`src/rtl/wsmm_pkg.sv`:
```
package wsmm_pkg;
    typedef enum logic [1:0] {
        ST_IDLE   = 2'd0,
        ST_STREAM = 2'd1,
        ST_DRAIN  = 2'd2
    } mm_state_t;
endpackage

```
`src/rtl/wsmm_cell.sv`:
```
module wsmm_cell #(
    parameter int DW = 8,
    parameter int AW = 32
) (
    input  logic                 clk,
    input  logic                 rst_n,
    input  logic                 frozen,
    input  logic                 w_we,
    input  logic signed [DW-1:0] w_in,
    input  logic signed [DW-1:0] a_in,
    input  logic signed [AW-1:0] s_in,
    output logic signed [DW-1:0] a_out,
    output logic signed [AW-1:0] s_out
);
    localparam int PW = 2 * DW;

    logic signed [DW-1:0] w_q;
    logic signed [DW-1:0] a_q;
    logic signed [AW-1:0] s_q;
    logic signed [PW-1:0] prod;

    assign prod = a_in * w_q;

    always_ff @(posedge clk) begin
        if (!rst_n) begin
            w_q <= '0;
        end else if (w_we) begin
            w_q <= w_in;
        end
    end

    always_ff @(posedge clk) begin
        if (!rst_n) begin
            a_q <= '0;
            s_q <= '0;
        end else begin
            a_q <= a_in;
            s_q <= s_in + {{(AW-PW){prod[PW-1]}}, prod};
        end
    end

    assign a_out = a_q;
    assign s_out = s_q;

    // the stored weight cannot change while the controller locks writes out
    assert_weight_hold_R3: assert property (@(posedge clk) disable iff (!rst_n)
        frozen |=> $stable(w_q));

    // a zero activation adds nothing, so the sum passes down intact
    assert_zero_pass_R8: assert property (@(posedge clk) disable iff (!rst_n)
        (a_in == '0) |=> (s_out == $past(s_in)));
endmodule

```
`src/rtl/wsmm_skew.sv`:
```
module wsmm_skew #(
    parameter int ROWS = 4,
    parameter int DW   = 8
) (
    input  logic                 clk,
    input  logic                 rst_n,
    input  logic [ROWS*DW-1:0]   x_in,
    output logic [ROWS*DW-1:0]   feed
);
    assign feed[DW-1:0] = x_in[DW-1:0];

    for (genvar k = 1; k < ROWS; k++) begin : g_row
        logic [DW-1:0] dl [0:k-1];
        always_ff @(posedge clk) begin
            if (!rst_n) begin
                for (int i = 0; i < k; i++) dl[i] <= '0;
            end else begin
                dl[0] <= x_in[k*DW +: DW];
                for (int i = 1; i < k; i++) dl[i] <= dl[i-1];
            end
        end
        assign feed[k*DW +: DW] = dl[k-1];
    end
endmodule

```
`src/rtl/wsmm_deskew.sv`:
```
module wsmm_deskew #(
    parameter int COLS = 4,
    parameter int AW   = 32
) (
    input  logic                 clk,
    input  logic                 rst_n,
    input  logic [COLS*AW-1:0]   s_bot,
    output logic [COLS*AW-1:0]   y
);
    for (genvar j = 0; j < COLS; j++) begin : g_col
        localparam int D = COLS - 1 - j;
        if (D == 0) begin : g_pass
            assign y[j*AW +: AW] = s_bot[j*AW +: AW];
        end else begin : g_delay
            logic [AW-1:0] dl [0:D-1];
            always_ff @(posedge clk) begin
                if (!rst_n) begin
                    for (int i = 0; i < D; i++) dl[i] <= '0;
                end else begin
                    dl[0] <= s_bot[j*AW +: AW];
                    for (int i = 1; i < D; i++) dl[i] <= dl[i-1];
                end
            end
            assign y[j*AW +: AW] = dl[D-1];
        end
    end
endmodule

```
`src/rtl/wsmm_ctrl.sv`:
```
module wsmm_ctrl
    import wsmm_pkg::*;
#(
    parameter int LAT = 7
) (
    input  logic clk,
    input  logic rst_n,
    input  logic in_valid,
    output logic wgt_open,
    output logic frozen,
    output logic out_valid
);
    localparam int CW = $clog2(LAT + 1);

    mm_state_t       state, state_nx;
    logic [CW-1:0]   cnt;
    logic [LAT-1:0]  vpipe;

    always_ff @(posedge clk) begin
        if (!rst_n) state <= ST_IDLE;
        else        state <= state_nx;
    end

    always_comb begin
        state_nx = state;
        unique case (state)
            ST_IDLE:   if (in_valid) state_nx = ST_STREAM;
            ST_STREAM: if (!in_valid) state_nx = ST_DRAIN;
            ST_DRAIN: begin
                if (in_valid)                  state_nx = ST_STREAM;
                else if (cnt == CW'(LAT - 1))  state_nx = ST_IDLE;
            end
            default:   state_nx = ST_IDLE;
        endcase
    end

    always_ff @(posedge clk) begin
        if (!rst_n) begin
            cnt   <= '0;
            vpipe <= '0;
        end else begin
            cnt   <= (state == ST_DRAIN && !in_valid) ? cnt + 1'b1 : '0;
            vpipe <= (vpipe << 1) | LAT'(in_valid);
        end
    end

    always_comb begin
        wgt_open  = (state == ST_IDLE) && !in_valid;
        frozen    = (state != ST_IDLE);
        out_valid = vpipe[LAT-1];
    end

    // idle is entered only once every valid bit has left the pipeline
    assert_idle_empty_R7: assert property (@(posedge clk) disable iff (!rst_n)
        (state == ST_IDLE) |-> (vpipe == '0));

    // there is no path from idle straight to draining
    assert_no_idle_drain_R7: assert property (@(posedge clk) disable iff (!rst_n)
        (state == ST_IDLE) |=> (state != ST_DRAIN));

    // the drain counter never runs past the pipeline depth
    assert_drain_bound_R7: assert property (@(posedge clk) disable iff (!rst_n)
        (state == ST_DRAIN) |-> (cnt < CW'(LAT)));
endmodule

```
`src/rtl/ws_matmul.sv`:
```
module ws_matmul #(
    parameter int ROWS = 4,
    parameter int COLS = 4,
    parameter int DW   = 8,
    parameter int AW   = 32,
    localparam int RW  = (ROWS > 1) ? $clog2(ROWS) : 1
) (
    input  logic                 clk,
    input  logic                 rst_n,
    input  logic                 wl_en,
    input  logic [RW-1:0]        wl_row,
    input  logic [COLS*DW-1:0]   wl_data,
    input  logic                 in_valid,
    input  logic [ROWS*DW-1:0]   in_data,
    output logic                 out_valid,
    output logic [COLS*AW-1:0]   out_data
);
    localparam int LAT = ROWS + COLS - 1;

    logic                 wgt_open;
    logic                 frozen;
    logic [ROWS*DW-1:0]   x_eff;
    logic [ROWS*DW-1:0]   feed;
    logic [COLS*AW-1:0]   s_bot;
    logic [ROWS*DW-1:0]   a_edge;
    logic [DW-1:0]        a_bus [ROWS][COLS];
    logic [AW-1:0]        s_bus [ROWS][COLS];

    assign x_eff = in_valid ? in_data : '0;

    wsmm_ctrl #(.LAT(LAT)) u_ctrl (
        .clk       (clk),
        .rst_n     (rst_n),
        .in_valid  (in_valid),
        .wgt_open  (wgt_open),
        .frozen    (frozen),
        .out_valid (out_valid)
    );

    wsmm_skew #(.ROWS(ROWS), .DW(DW)) u_skew (
        .clk   (clk),
        .rst_n (rst_n),
        .x_in  (x_eff),
        .feed  (feed)
    );

    for (genvar k = 0; k < ROWS; k++) begin : g_r
        for (genvar j = 0; j < COLS; j++) begin : g_c
            logic [DW-1:0] a_src;
            logic [AW-1:0] s_src;
            if (j == 0) begin : g_left
                assign a_src = feed[k*DW +: DW];
            end else begin : g_inner
                assign a_src = a_bus[k][j-1];
            end
            if (k == 0) begin : g_top
                assign s_src = '0;
            end else begin : g_mid
                assign s_src = s_bus[k-1][j];
            end
            wsmm_cell #(.DW(DW), .AW(AW)) u_cell (
                .clk    (clk),
                .rst_n  (rst_n),
                .frozen (frozen),
                .w_we   (wgt_open && wl_en && (wl_row == RW'(k))),
                .w_in   (wl_data[j*DW +: DW]),
                .a_in   (a_src),
                .s_in   (s_src),
                .a_out  (a_bus[k][j]),
                .s_out  (s_bus[k][j])
            );
        end
        assign a_edge[k*DW +: DW] = a_bus[k][COLS-1];
    end

    for (genvar j = 0; j < COLS; j++) begin : g_bot
        assign s_bot[j*AW +: AW] = s_bus[ROWS-1][j];
    end

    wsmm_deskew #(.COLS(COLS), .AW(AW)) u_deskew (
        .clk   (clk),
        .rst_n (rst_n),
        .s_bot (s_bot),
        .y     (out_data)
    );

    // an idle grid holds no activations at its right edge and no sums at its bottom
    assert_edge_clear_R6: assert property (@(posedge clk) disable iff (!rst_n)
        !frozen |-> (a_edge == '0 && s_bot == '0));

    // a result never emerges while the controller is idle
    assert_valid_busy_R4: assert property (@(posedge clk) disable iff (!rst_n)
        out_valid |-> frozen);
endmodule

```
`config.mk`:
```
export PLATFORM = sky130hd
export DESIGN_NAME = ws_matmul
export DESIGN_NICKNAME = d
export VERILOG_FILES = /design/src/rtl/wsmm_pkg.sv /design/src/rtl/wsmm_cell.sv /design/src/rtl/wsmm_skew.sv /design/src/rtl/wsmm_deskew.sv /design/src/rtl/wsmm_ctrl.sv /design/src/rtl/ws_matmul.sv
export SDC_FILE = /design/constraint.sdc
export NUM_CORES = 2
export LEC_CHECK = 0
export ABC_AREA = 1
export BUFFER_PORTS_ARGS = -buffer_cell sky130_fd_sc_hd__buf_2
export CAP_MARGIN = 25
export CORE_MARGIN = 4
export CORE_UTILIZATION = 43
export CTS_BUF_LIST = sky130_fd_sc_hd__clkbuf_16
export CTS_CLUSTER_DIAMETER = 30
export CTS_CLUSTER_SIZE = 12
export DETAILED_ROUTE_END_ITERATION = 10
export SLEW_MARGIN = 20
export SYNTH_ARGS = -nofsm -noshare
export SYNTH_HDL_FRONTEND = slang
export SYNTH_SLANG_ARGS = --single-unit
```
`constraint.sdc`:
```
create_clock -name clk -period 8.5 [get_ports clk]
set_input_delay 1.7 -clock clk [delete_from_list [all_inputs] [get_ports clk]]
set_output_delay 1.7 -clock clk [all_outputs]
set_load 0.1 [all_outputs]
```
==> flow_summary_export.csv <==
group,metric,value,unit
timing,max_slew_margin,21.1,%
yosys,synth_area_per_cell,7.61,µm²
cells_and_area,drive_above_1_share,6.47,%
timing,drv_slew,0,
global_routing,grt_max_degree,103,
drt,viasPerCell,4.72,
power,clockPowerShare,60.9,%
power,leakagePower,50.6,nW
setup_path,arrival,7060,ps
setup_path,crit_slowest_cell,"fa_1",
run,maxCapViolCount,0,
placement,io_buffers,198,
timing,period_needed,6300,ps
power,p_sw,0.00351,W
setup_path,required,9260,ps
yosys,syn-cell-area,0.0794,mm²
clocking,ctsHtreeMaxLevel,4,
global_routing,grt-ovfl-total,0,
global_routing,antenna_found_initial,17,
clocking,holdBufCountCts,0,
floorplan,die_h,438,µm
yosys,ys_seq_elements,864,
timing,setup_violations,0,
cells_and_area,syn_to_final_growth,12.5,%
setup_path,cp_num_buf_inv,5,
setup_path,worstPathMaxFanout,17,
floorplan,dieWidth,438,µm
power,combPwrFrac,7.1,%
yosys,synth_seq_area_share,21.8,%
power,p_int,0.0100,W
clocking,ctsResizeCount,0,
setup_path,cp-start-kind,"flip-flop",
global_routing,grt_use_total,21.1,%
power,peakVddDrop,0.150,mV
floorplan,core_area,0.183,mm²
drt,drc,0,
setup_path,path_delay_family,"adder cells",
timing,hold_slack,382,ps
global_routing,grt_pass1_wl,327,mm
clocking,clkSinkCount,864,
floorplan,die_area,0.192,mm²
clocking,cts_root_buf,"clkbuf_16",
drt,drt_iter0_drc,3385,
cells_and_area,mostFrequentLayoutCells,"inv_1 (2826), nand2_1 (2116), fa_1 (972)",
clocking,clock_latency,870,ps
global_routing,grt_pass1_vias,64072,
timing,hold_viol,0,
outcome,status,"completed",
setup_path,path_class,"reg2reg",
clocking,postCtsSetupBuffers,0,
cells_and_area,final_nets,12195,
floorplan,initial_core_util,43.3,%
drt,wl_per_cell,15.0,µm
power,swShare,26.0,%
floorplan,rows,157,
power,p_seq_share,32.0,%
timing,setup_tns,0,ps
yosys,synth_nets,12186,
yosys,synth_cells,10434,
clocking,clkSlewWorstSetupHoldPaths,50,ps
timing,fmax,159,MHz
drt,drtPass1Iterations,6,
drt,finalWirelength,197,mm
power,powerDensity,151,mW/mm²
timing,worstMarginPinSlew,1170,ps
yosys,ys_types,54,
min_path,worstHoldPathType,"reg2reg",
cells_and_area,final_common_cell,"inv_1",
clocking,cts_tree,"yes",
setup_path,cpPeakStageDelay,740,ps
setup_path,end_kind,"flip-flop",
placement,dp_hpwl,161,mm
timing,clock_skew,70.2,ps
clocking,numCtsBuffers,208,
floorplan,boundaryPins,199,
clocking,clock_path_buffers,3,
cells_and_area,fillerInstances,18121,
drt,vias,61873,
drt,drtAntennaViolNets,0,
timing,period_share,74.1,%
placement,place_congestion,0.914,
timing,rsz0062_at_grt,"false",
yosys,yosysWarningCount,0,
-- cell usage after synthesis (all sizes together) --
master	number	area (µm²)
clkinv	10	37.5
o21bai	33	248
nand2	2131	8040
a31o	1	8.76
nand3b	7	56.3
o221ai	2	17.5
fa	972	19500
nor2	547	2060
o211a	1	10.0
a21boi	26	195
or2	55	344
xnor2	79	692
a31oi	16	100
a211o	1	8.76
and2	6	37.5
nor3b	2	15.0
nor3	45	257
ha	710	8880
inv	2817	10600
clkbuf	336	1260
a211oi	1	7.51
o31a	1	8.76
xor2	88	771
nand4	31	194
a21oi	742	3740
o211ai	10	90.1
nand3	244	1250
a21o	33	248
and3	6	37.5
o31ai	3	22.5
xnor3	1	22.5
nor4	14	119
o21ai	468	2380
dfxtp	864	17300
o21a	48	360
buf	78	542
o2111ai	5	43.8
-- path summary, 6_finish.rpt --
path	to	slack, ps	start	cells after the start
min reg2reg	u_deskew.g_col[1].g_delay.dl[0][60]	380	u_deskew.g_col[1].g_delay.dl[0][28]	2
max reg2reg	g_r[3].g_c[2].u_cell.s_out[22]	2200	g_r[3].g_c[2].u_cell.w_q[2]	25
min	u_deskew.g_col[1].g_delay.dl[0][60]	380	u_deskew.g_col[1].g_delay.dl[0][28]	2
max	g_r[3].g_c[2].u_cell.s_out[22]	2200	g_r[3].g_c[2].u_cell.w_q[2]	25
-- cells by family after synthesis --
family | after synthesis | synth area share, %
AOI/OAI and AO/OA | 1391 | 9.43
xor gates and xnor gates | 168 | 1.87
adders and majority gates | 1682 | 35.7
buffers and inverters | 3241 | 15.6
DFF | 864 | 21.8
and+or+nand+nor | 3088 | 15.6
-- power by group through the flow --
stage / sequential, W / combinational (W) / clock (W)
after CTS: 0.00432 / 0.000969 / 0.00841
after global routing: 0.00434 / 0.00110 / 0.00864
final: 0.00432 / 0.000962 / 0.00824
after floorplan: 0.00436 / 0.000693 / 0
after global placement: 0.00440 / 0.000949 / 0
after detailed placement: 0.00440 / 0.000960 / 0
-- metal layers --
| metal | up-vias | GRT usage [%] | wire length [µm] |
|---|---|---|---|
| met5 | - | 0 | 16 |
| met3 | 324 | 3.24 | 9220 |
| met4 | 2 | 6.71 | 5850 |
| met2 | 1292 | 35.1 | 91200 |
| met1 | 29244 | 28.1 | 90800 |
| li1 | 31011 | - | - |
-- flip-flops by register name, summed over array words and instances, names as in the netlist --
signal and cells:
g_r.g_c.u_cell.a_out 96, g_r.g_c.u_cell.s_out 388, g_r.g_c.u_cell.w_q 128, u_ctrl.cnt 3, u_ctrl.state 2, u_ctrl.vpipe 7
u_deskew.g_col.g_delay.dl 192, u_skew.g_row.dl 48
-- through the flow --
stage	std cells	setup slack, ps	utilization (%)	instance area (µm²)	total power [W]
2_1_floorplan	10434	2860	-	79400	0.00505
3_3_place_gp	12697	2250	44.6	81800	0.00535
3_5_place_dp	12697	2190	44.6	81800	0.00536
4_1_cts	13092	2190	48.7	89300	0.0137
5_1_grt	13097	1670	48.7	89300	0.0141
6_report	13101	2200	48.7	89300	0.0135
-- worst reg2reg max path: stages (launching register included) --
cell	delay (ps)
dfxtp_1	490
nand2_1	210
fa_1	740
inv_1	120
fa_1	510
inv_1	60
fa_1	500
inv_1	50
fa_1	450
ha_1	350
nand2_1	90
nor2_1	150
nand3_1	110
nand3_1	140
inv_1	70
nand3_1	90
nand2_1	440
ha_1	600
nand2_1	120
nor2_1	180
inv_1	80
o21bai_1	200
nor2_1	80
nand2_1	120
o21ai_0	90
a21oi_1	220
-- final cells by class --
class	instances	area (µm²)	share of cell area, %
diodes	9	22.5	0.0252
inverters	2827	10600	11.9
multi-input cells	6329	49700	55.7
flip-flops and latches	864	17300	19.4
well taps	2464	3080	3.45
clock buffers	211	5280	5.91
repair buffers	213	1110	1.25
clock inverters	184	2200	2.47
Power figures use the tool's default switching activity.
